==> config.mk <==
export PLATFORM = sky130hd
export DESIGN_NAME = alu_exec
export DESIGN_NICKNAME = d
export VERILOG_FILES = /design/src/rtl/alu_exec_pkg.sv /design/src/rtl/alu_decode.sv /design/src/rtl/alu_arith.sv /design/src/rtl/alu_logic.sv /design/src/rtl/alu_cond.sv /design/src/rtl/alu_exec.sv
export SDC_FILE = /design/constraint.sdc
export NUM_CORES = 1
export LEC_CHECK = 0
export CAP_MARGIN = 0
export CORE_MARGIN = 1
export CORE_UTILIZATION = 60
export CTS_CLUSTER_SIZE = 12
export DETAILED_ROUTE_END_ITERATION = 12
export DONT_BUFFER_PORTS = 1
export PLACE_DENSITY = 0.76
export RECOVER_POWER = 50
export REMOVE_ABC_BUFFERS = 1
export SYNTH_ARGS = -nofsm -noshare
export SYNTH_HDL_FRONTEND = slang
export SYNTH_HIERARCHICAL = 1
export SYNTH_SLANG_ARGS = --single-unit
==> constraint.sdc <==
create_clock -name clk -period 20.9 [get_ports clk]
set_clock_uncertainty 0.05 [all_clocks]
set_input_delay 4.18 -clock clk [delete_from_list [all_inputs] [get_ports clk]]
set_output_delay 4.18 -clock clk [all_outputs]
set_load 0.02 [all_outputs]
==> src/rtl/alu_exec_pkg.sv <==
package alu_exec_pkg;

    typedef enum logic [3:0] {
        K_NONE, K_ADD, K_SUB, K_MUL, K_AND, K_OR, K_XOR, K_MOV,
        K_NEG, K_NOT, K_INC, K_DEC, K_TST, K_CMP, K_EQU
    } op_kind_e;

    typedef enum logic [1:0] {
        G_NONE, G_ARITH, G_LOGIC, G_COND
    } op_grp_e;

    localparam logic [7:0] OPC_ADD = 8'h81;
    localparam logic [7:0] OPC_SUB = 8'h82;
    localparam logic [7:0] OPC_MUL = 8'h83;
    localparam logic [7:0] OPC_AND = 8'h85;
    localparam logic [7:0] OPC_OR  = 8'h86;
    localparam logic [7:0] OPC_XOR = 8'h87;
    localparam logic [7:0] OPC_TST = 8'h8A;
    localparam logic [7:0] OPC_CMP = 8'h8B;
    localparam logic [7:0] OPC_EQU = 8'h8C;
    localparam logic [7:0] OPC_MOV = 8'h8D;
    localparam logic [7:0] OPC_NEG = 8'h41;
    localparam logic [7:0] OPC_NOT = 8'h42;
    localparam logic [7:0] OPC_INC = 8'h48;
    localparam logic [7:0] OPC_DEC = 8'h49;

endpackage

==> src/rtl/alu_decode.sv <==
module alu_decode
    import alu_exec_pkg::*;
(
    input  logic [7:0] opc,
    output op_kind_e   kind,
    output op_grp_e    grp
);

    always_comb begin
        kind = K_NONE;
        unique case (opc)
            OPC_ADD: kind = K_ADD;
            OPC_SUB: kind = K_SUB;
            OPC_MUL: kind = K_MUL;
            OPC_AND: kind = K_AND;
            OPC_OR:  kind = K_OR;
            OPC_XOR: kind = K_XOR;
            OPC_MOV: kind = K_MOV;
            OPC_NEG: kind = K_NEG;
            OPC_NOT: kind = K_NOT;
            OPC_INC: kind = K_INC;
            OPC_DEC: kind = K_DEC;
            OPC_TST: kind = K_TST;
            OPC_CMP: kind = K_CMP;
            OPC_EQU: kind = K_EQU;
            default: kind = K_NONE;
        endcase
    end

    always_comb begin
        unique case (kind)
            K_ADD, K_SUB, K_MUL, K_NEG, K_INC, K_DEC: grp = G_ARITH;
            K_AND, K_OR, K_XOR, K_NOT, K_MOV:         grp = G_LOGIC;
            K_TST, K_CMP, K_EQU:                      grp = G_COND;
            default:                                  grp = G_NONE;
        endcase
    end

endmodule

==> src/rtl/alu_arith.sv <==
module alu_arith
    import alu_exec_pkg::*;
#(
    parameter int W = 16
) (
    input  op_kind_e       kind,
    input  logic [W-1:0]   opnd_s,
    input  logic [W-1:0]   opnd_d,
    output logic [W-1:0]   res
);

    localparam int PW = 2 * W;

    logic [PW-1:0] prod;
    logic [W-1:0]  one;

    assign one  = W'(1);
    assign prod = PW'(opnd_d) * PW'(opnd_s);

    always_comb begin
        res = '0;
        unique case (kind)
            K_ADD:   res = opnd_d + opnd_s;
            K_SUB:   res = opnd_d - opnd_s;
            K_MUL:   res = prod[W-1:0];
            K_NEG:   res = (~opnd_d) + one;
            K_INC:   res = opnd_d + one;
            K_DEC:   res = opnd_d - one;
            default: res = '0;
        endcase
    end

endmodule

==> src/rtl/alu_logic.sv <==
module alu_logic
    import alu_exec_pkg::*;
#(
    parameter int W = 16
) (
    input  op_kind_e       kind,
    input  logic [W-1:0]   opnd_s,
    input  logic [W-1:0]   opnd_d,
    output logic [W-1:0]   res
);

    always_comb begin
        res = '0;
        unique case (kind)
            K_AND:   res = opnd_d & opnd_s;
            K_OR:    res = opnd_d | opnd_s;
            K_XOR:   res = opnd_d ^ opnd_s;
            K_NOT:   res = ~opnd_d;
            K_MOV:   res = opnd_s;
            default: res = '0;
        endcase
    end

endmodule

==> src/rtl/alu_cond.sv <==
module alu_cond
    import alu_exec_pkg::*;
#(
    parameter int W = 16
) (
    input  op_kind_e       kind,
    input  logic [W-1:0]   opnd_s,
    input  logic [W-1:0]   opnd_d,
    input  logic [W-1:0]   stat_in,
    output logic [W-1:0]   stat_next
);

    logic hit_and;
    logic hit_lt;
    logic hit_eq;
    logic cond_bit;

    assign hit_and = |(opnd_s & opnd_d);
    assign hit_lt  = (opnd_s < opnd_d);
    assign hit_eq  = (opnd_s == opnd_d);

    always_comb begin
        unique case (kind)
            K_TST:   cond_bit = hit_and;
            K_CMP:   cond_bit = hit_lt;
            K_EQU:   cond_bit = hit_eq;
            default: cond_bit = stat_in[0];
        endcase
    end

    assign stat_next = {stat_in[W-1:1], cond_bit};

endmodule

==> src/rtl/alu_exec.sv <==
module alu_exec
    import alu_exec_pkg::*;
#(
    parameter int W = 16
) (
    input  logic          clk,
    input  logic          rst_n,
    input  logic [7:0]    opcode,
    input  logic [W-1:0]  src_s,
    input  logic [W-1:0]  src_d,
    input  logic [W-1:0]  flags_in,
    output logic [W-1:0]  result,
    output logic          wb_en,
    output logic [W-1:0]  flags_out
);

    typedef struct packed {
        logic [W-1:0] res;
        logic         wb;
        logic [W-1:0] flg;
    } stage_t;

    op_kind_e      kind;
    op_grp_e       grp;
    logic [W-1:0]  arith_res;
    logic [W-1:0]  logic_res;
    logic [W-1:0]  cond_flg;
    stage_t        stage_d;
    stage_t        stage_q;

    alu_decode u_dec (
        .opc  (opcode),
        .kind (kind),
        .grp  (grp)
    );

    alu_arith #(.W(W)) u_arith (
        .kind   (kind),
        .opnd_s (src_s),
        .opnd_d (src_d),
        .res    (arith_res)
    );

    alu_logic #(.W(W)) u_logic (
        .kind   (kind),
        .opnd_s (src_s),
        .opnd_d (src_d),
        .res    (logic_res)
    );

    alu_cond #(.W(W)) u_cond (
        .kind      (kind),
        .opnd_s    (src_s),
        .opnd_d    (src_d),
        .stat_in   (flags_in),
        .stat_next (cond_flg)
    );

    always_comb begin
        stage_d     = '0;
        stage_d.flg = flags_in;
        unique case (grp)
            G_ARITH: begin
                stage_d.res = arith_res;
                stage_d.wb  = 1'b1;
            end
            G_LOGIC: begin
                stage_d.res = logic_res;
                stage_d.wb  = 1'b1;
            end
            G_COND: begin
                stage_d.flg = cond_flg;
            end
            default: ;
        endcase
    end

    always_ff @(posedge clk) begin
        if (!rst_n) begin
            stage_q <= '0;
        end else begin
            stage_q <= stage_d;
        end
    end

    assign result    = stage_q.res;
    assign wb_en     = stage_q.wb;
    assign flags_out = stage_q.flg;

    AST_COND_NO_WB: assert property (@(posedge clk) disable iff (!rst_n)
        (grp == G_COND) |=> (!wb_en && result == '0));

    AST_COND_KEEPS_UPPER: assert property (@(posedge clk) disable iff (!rst_n)
        (grp == G_COND) |=> (flags_out[W-1:1] == $past(flags_in[W-1:1])));

    AST_WORK_FLAGS_SAME: assert property (@(posedge clk) disable iff (!rst_n)
        (grp == G_ARITH || grp == G_LOGIC) |=> (wb_en && flags_out == $past(flags_in)));

    AST_UNKNOWN_IDLE: assert property (@(posedge clk) disable iff (!rst_n)
        (grp == G_NONE) |=> (!wb_en && result == '0 && flags_out == $past(flags_in)));

    AST_MOV_IGNORES_D: assert property (@(posedge clk) disable iff (!rst_n)
        (kind == K_MOV) |=> (result == $past(src_s)));

endmodule

# Word-level counts from Yosys, hierarchy flattened

Memories as Yosys holds them, arrays and structs flattened.
Index checks and enable logic that the tools add are counted.

Register bits after elaboration: 33
Bits in read-only memories: 32
Bits of input ports: 58
Output and inout port bits: 33
Word-level logic and storage cells: 54
Memories kept: 1

Memories:

| memory          | depth | width | rd ports | clocked after Yosys merged registers in | wr ports | RTL line         | text |
|---|---|---|---|---|---|---|---|
| (no name shown) | 16    | 2     | 1        | 0                                       | 0        | alu_decode.sv:31 | `unique case (kind)` |

Add/subtract/negate cells: 5
$mul: 1
Magnitude comparators: 1
Equal/unequal tests: 32
Multiplexer cells: 6
Bitwise gates (word level): 4
Reduce and logical (&&, ||, !) cells: 1

Operator list:

| cell                    | number |
|---|---|
| $pmux W16 S6            | 1 |
| $eq A8 B8 Y1 const B    | 10 |
| $pmux W16 S5            | 1 |
| $pmux W4 S14            | 1 |
| $pmux W17 S2            | 1 |
| $add A16 B1 Y16 const B | 2 |
| $eq A8 B7 Y1 const B    | 4 |
| $eq A4 B4 Y1 const B    | 7 |
| $add A16 B16 Y16        | 1 |
| $and A16 B16 Y16        | 1 |
| $eq A16 B16 Y1          | 1 |
| $eq A4 B3 Y1 const B    | 4 |
| $lt A16 B16 Y1          | 1 |
| $mul A16 B16 Y16        | 1 |
| $not A16 Y16            | 1 |
| $or A16 B16 Y16         | 1 |
| $reduce_or A16 Y1       | 1 |
| $sub A16 B1 Y16 const B | 1 |
| $sub A16 B16 Y16        | 1 |
| $xor A16 B16 Y16        | 1 |
| $eq A4 B2 Y1 const B    | 2 |
| $eq A2 B2 Y1 const B    | 2 |
| $eq A4 B1 Y1 const B    | 1 |
| $pmux W1 S3             | 1 |
| other kinds (2)         | 2 |

# Longest topological paths before layout

Word-level depth: 5
Depth in mapped cells: 24
Mapped depth without buffers: 22

# By module

The synthesis kept the hierarchy.

By module, submodules not included:

| module     | times used | cells an instance | area an instance (µm²) | sequential area each (µm²) |
|---|---|---|---|---|
| alu_arith  | 1          | 729               | 5711.7                 | 0.0 |
| alu_exec   | 1          | 113               | 1266.2                 | 660.6 |
| alu_logic  | 1          | 151               | 1207.4                 | 0.0 |
| alu_cond   | 1          | 100               | 808.3                  | 0.0 |
| alu_decode | 1          | 37                | 242.7                  | 0.0 |

# Worst setup path after synthesis

OpenSTA, ideal clock, no wires.

Kind: in2reg
Start: input src_s[3]
End: register stage_q, in the netlist result[15]
Library setup time: 117 ps
Arrival time: 9417 ps
Required time: 20733 ps
Setup slack: 11316 ps
Cell stages on the path: 20
Buffers on the path: 2
Cells stage by stage: clkbuf_1 clkbuf_1 nand2_1 fa_1 fa_1 fa_1 fa_1 inv_1 fa_1 inv_1 fa_1 inv_1 ha_1 a21o_1 a221o_1 a31oi_1 xnor2_1 o221ai_2 a22oi_1 nor2_1

Cells in the longest elaborated chain, start to end: 3
Elaborated cells on any way between the ends: 5
Classes of those cells: 2 x add/sub; 1 x mul; 2 x mux

Ends and longest elaborated chain:

| element                                  | RTL line        | text |
|---|---|---|
| start, declared                          | alu_exec.sv:9   | `input logic [W-1:0] src_s,` |
| $mul A16 B16 Y16 (tied with other cells) | alu_arith.sv:18 | `assign prod = PW'(opnd_d) * PW'(opnd_s);` |
| $pmux W16 S6 (*)                         | alu_arith.sv:22 | `unique case (kind)` |
| via arith_res[15]                        | alu_exec.sv:25  | `logic [W-1:0] arith_res;` |
| $pmux W17 S2 (*)                         | alu_exec.sv:62  | `unique case (grp)` |
| end signal, assigned                     | alu_exec.sv:82  | `stage_q <= stage_d;` |
| end, declared                            | alu_exec.sv:29  | `stage_t stage_q;` |

The timed path passes the listed nets; every way through them passes the cells marked *.
A chain may end at the register's enable or synchronous reset.

# Final worst setup path

Start: input opcode[5]
End: register stage_q, in the netlist result[15]

Cells in the longest elaborated chain, start to end: 5
Elaborated cells on any way between the ends: 32
Classes of those cells: 27 x eq/ne; 4 x mux; 1 x memory

Ends and longest elaborated chain:

| element                                             | RTL line         | text |
|---|---|---|
| start, declared                                     | alu_exec.sv:8    | `input logic [7:0] opcode,` |
| $eq A8 B8 Y1 / $eq A8 B7 Y1 (equally long branches) | alu_decode.sv:11 | `unique case (opc)` |
| $pmux W4 S14 (*)                                    | alu_decode.sv:11 |  |
| via kind[1]                                         | alu_exec.sv:23   | `op_kind_e kind;` |
| $eq A4 B4 Y1 (tied with other cells)                | alu_arith.sv:22  |  |
| $pmux W16 S6 (*)                                    | alu_arith.sv:22  |  |
| via arith_res[15]                                   | alu_exec.sv:25   |  |
| $pmux W17 S2 (*)                                    | alu_exec.sv:62   |  |

Marked as above.

==> impl_metrics.yaml <==
setup_path:
  cp_max_fo: 34
  end_kind: "flop"
  worstPathRequired_ns: 20.99
  crit_arrival_ns: 9.43
  startpoint_type: "input pin"
  critical_path_class: "in -> reg"
global_routing:
  grt_overflow: 0
  antenna_found_initial: 1
  grt_pass1_wl_microns: 39100
  grt_max_degree: 35
  grt_pass1_vias: 7606
  track_usage_pct: 31.4
logic_synthesis:
  ys_ff_latch: 33
  synth_area_per_cell_sq_um: 8.17
  yosysWarnings: 6
  synth_cell_type_count: 76
  ys_seq_area_share_pct: 7.15
  synth_area_sq_um: 9240
  synth-edff-count: 0
  synth_common_cells: "inv_1, ha_1, nand2_1, fa_1, and2_1"
  synthArstFlopShare_pct: 0
  synth.largest_area_cell: "ha_1"
  postSynthCellCount: 1130
  synth_top_cell_area_share_pct: 18.0
  yosysMostFrequentCell: "inv_1"
  synthFlopType: "dfxtp_1"
  netlist_top_cells_area: "ha_1, fa_1, dfxtp_1, inv_1, and2_1"
routing:
  drt-total-wl_microns: 24600
  vias: 7719
  detail_route.wl_per_cell_microns: 19.7
  drtAntennaViolNets: 0
  routed_via_density: 6.17
  drt-initial-drc-count: 671
  drc: 0
  drt_first_pass_iters: 5
timing:
  max_slew_margin_pct: 36.3
  hold_viol: 0
  holdWs_ns: 3.98
  fmaxAchievable_mhz: 107
  fin_crit_ns: 9.34
  period_share_pct: 44.7
  fin_setup_tns_ns: 0
  timing.final.max_slew_violations: 0
  tightestPinTransition_ns: 0.952
  rsz0062_at_grt: "false"
  setup_viol: 0
power_and_ir_drop:
  p_sw_share_pct: 48.5
  combPwrFrac_pct: 80.3
  pwr-share-seq_pct: 9.7
  power.share.clock_pct: 10.0
  p_leak_nw: 4.23
  ir_worst_vdd_mv: 0.0973
  p_per_area_nw_per_um2: 75.4
  p_int_uw: 358
  switchingPower_uw: 338
min_path:
  whs_path_depth: 1
  hold_class: "in -> reg"
clocking:
  clk_pin_slew_ns: 0.05
  cts_tree: "done"
  cts_made_buffers: 5
  cts_resized: 0
  clk_path_buf_depth: 2
  cts_setup_buffers: 0
  cts-root-buf: "clkbuf_16"
  htree_levels: 2
  cts_hold_buf: 0
  clock-sinks: 33
floorplanning:
  ios: 91
  fp.dieW_microns: 126
  die_area_sq_um: 15900
  start_util_pct: 62.6
  die_y_microns: 126
  row_count: 44
  core_sq_um: 14800
placement:
  dpl.hpwl_microns: 17600
  gp_congestion: 0.931
  portBuffers: 0
finish:
  fin_nets: 1339
  n_antenna_cell: 0
  drive_above_1_share_pct: 5.06
  area_growth_pct: -0.0270
  nFillCells: 1325
job:
  drv_cap: 0
run_status:
  status: "completed"
-- layout make-up --
type,instances,area [sq um],area share [%]
Clock buffer,5,125,1.36
Inverter,177,664,7.20
Multi-Input combinational cell,845,7500,81.2
Tap cell,184,230,2.49
Sequential cell,33,661,7.15
Timing Repair Buffer,5,37.5,0.407
Clock inverter,3,17.5,0.190
-- kinds of logic after synthesis --
family,share of synthesized area [%]
AOI/OAI and AO/OA,14.4
xor gates and xnor gates,6.35
adders and majority gates,35.6
buffers and inverters,12.0
DFF,7.15
muxes,4.44
and+or+nand+nor,20.1
-- placed cells by master (no fill, tap or decap), drive strengths merged, types with 6 or more instances in the layout --
| cell | Yosys | layout |
|---|---|---|
| a21oi | 25 | 25 |
| nand2b | 13 | 13 |
| mux2i | 29 | 29 |
| xor2 | 20 | 20 |
| and2 | 70 | 70 |
| o22ai | 17 | 17 |
| a21o | 12 | 12 |
| a221o | 10 | 10 |
| fa | 81 | 81 |
| nor3 | 29 | 29 |
| o221ai | 7 | 7 |
| nand2 | 92 | 92 |
| and3 | 12 | 12 |
| o2bb2ai | 6 | 6 |
| nor2 | 60 | 60 |
| o21ai | 37 | 37 |
| ha | 133 | 133 |
| xnor2 | 47 | 47 |
| inv | 177 | 177 |
| nor4 | 10 | 10 |
| or3 | 6 | 6 |
| nor2b | 26 | 26 |
| a22oi | 23 | 23 |
| o21a | 16 | 16 |
| a311oi | 7 | 7 |
| dfxtp | 33 | 33 |
-- routing by layer --
| layer | track usage [%] | part of all wire, % | wire [microns] | vias up |
|---|---|---|---|---|
| met5 | 0 | 0.041 | 10 | - |
| met4 | 11.0 | 3.2 | 787 | 2 |
| met3 | 4.67 | 7.8 | 1910 | 61 |
| met2 | 51.6 | 46 | 11400 | 351 |
| met1 | 41.9 | 43 | 10500 | 3707 |
| li1 | - | - | - | 3598 |
-- final timing paths --
kind / startpoint / endpoint
max: opcode[5] / result[15]
min: rst_n / flags_out[7]
-- critical path: stages --
cell and delay (ns):
or4b_1 0.73, nor3_1 0.21, a21oi_1 0.10, o22ai_4 0.13
buf_4 0.40, nand2b_1 0.21, nor2_1 0.76, o21a_1 0.23
a21o_1 0.12, inv_1 0.05, ha_1 0.25, nor2b_1 0.14
o31a_1 0.26, o41a_1 0.35, o221ai_1 0.27, o21bai_1 0.13
o41a_1 0.36, xnor2_1 0.18, o221ai_2 0.11, a22oi_1 0.15
nor2_1 0.05
-- power groups by stage --
stage	registers [mW]	clock network [mW]	logic [mW]
4_1_cts	0.0676	0.0706	0.561
6_report	0.0676	0.0698	0.559
3_5_place_dp	0.0689	0	0.558
3_3_place_gp	0.0689	0	0.539
2_1_floorplan	0.0687	0	0.450
5_1_grt	0.0677	0.0737	0.637
-- registers in the layout, summed over array words and instances (netlist names) --
name       flops
wb_en          1
flags_out     16
result        16
-- through the flow --
step | instance area (sq um) | total power [mW] | std cells | util, % | setup slack, ns
detailed placement | 9090 | 0.627 | 1244 | 61.6 | 11.30
global route | 9230 | 0.778 | 1252 | 62.6 | 11.18
global placement | 9090 | 0.608 | 1244 | 61.6 | 11.43
CTS | 9230 | 0.700 | 1252 | 62.6 | 11.60
finish | 9230 | 0.696 | 1252 | 62.6 | 11.56
floorplan | 8790 | 0.519 | 1055 | - | 10.63
Power figures use the tool's default switching activity.
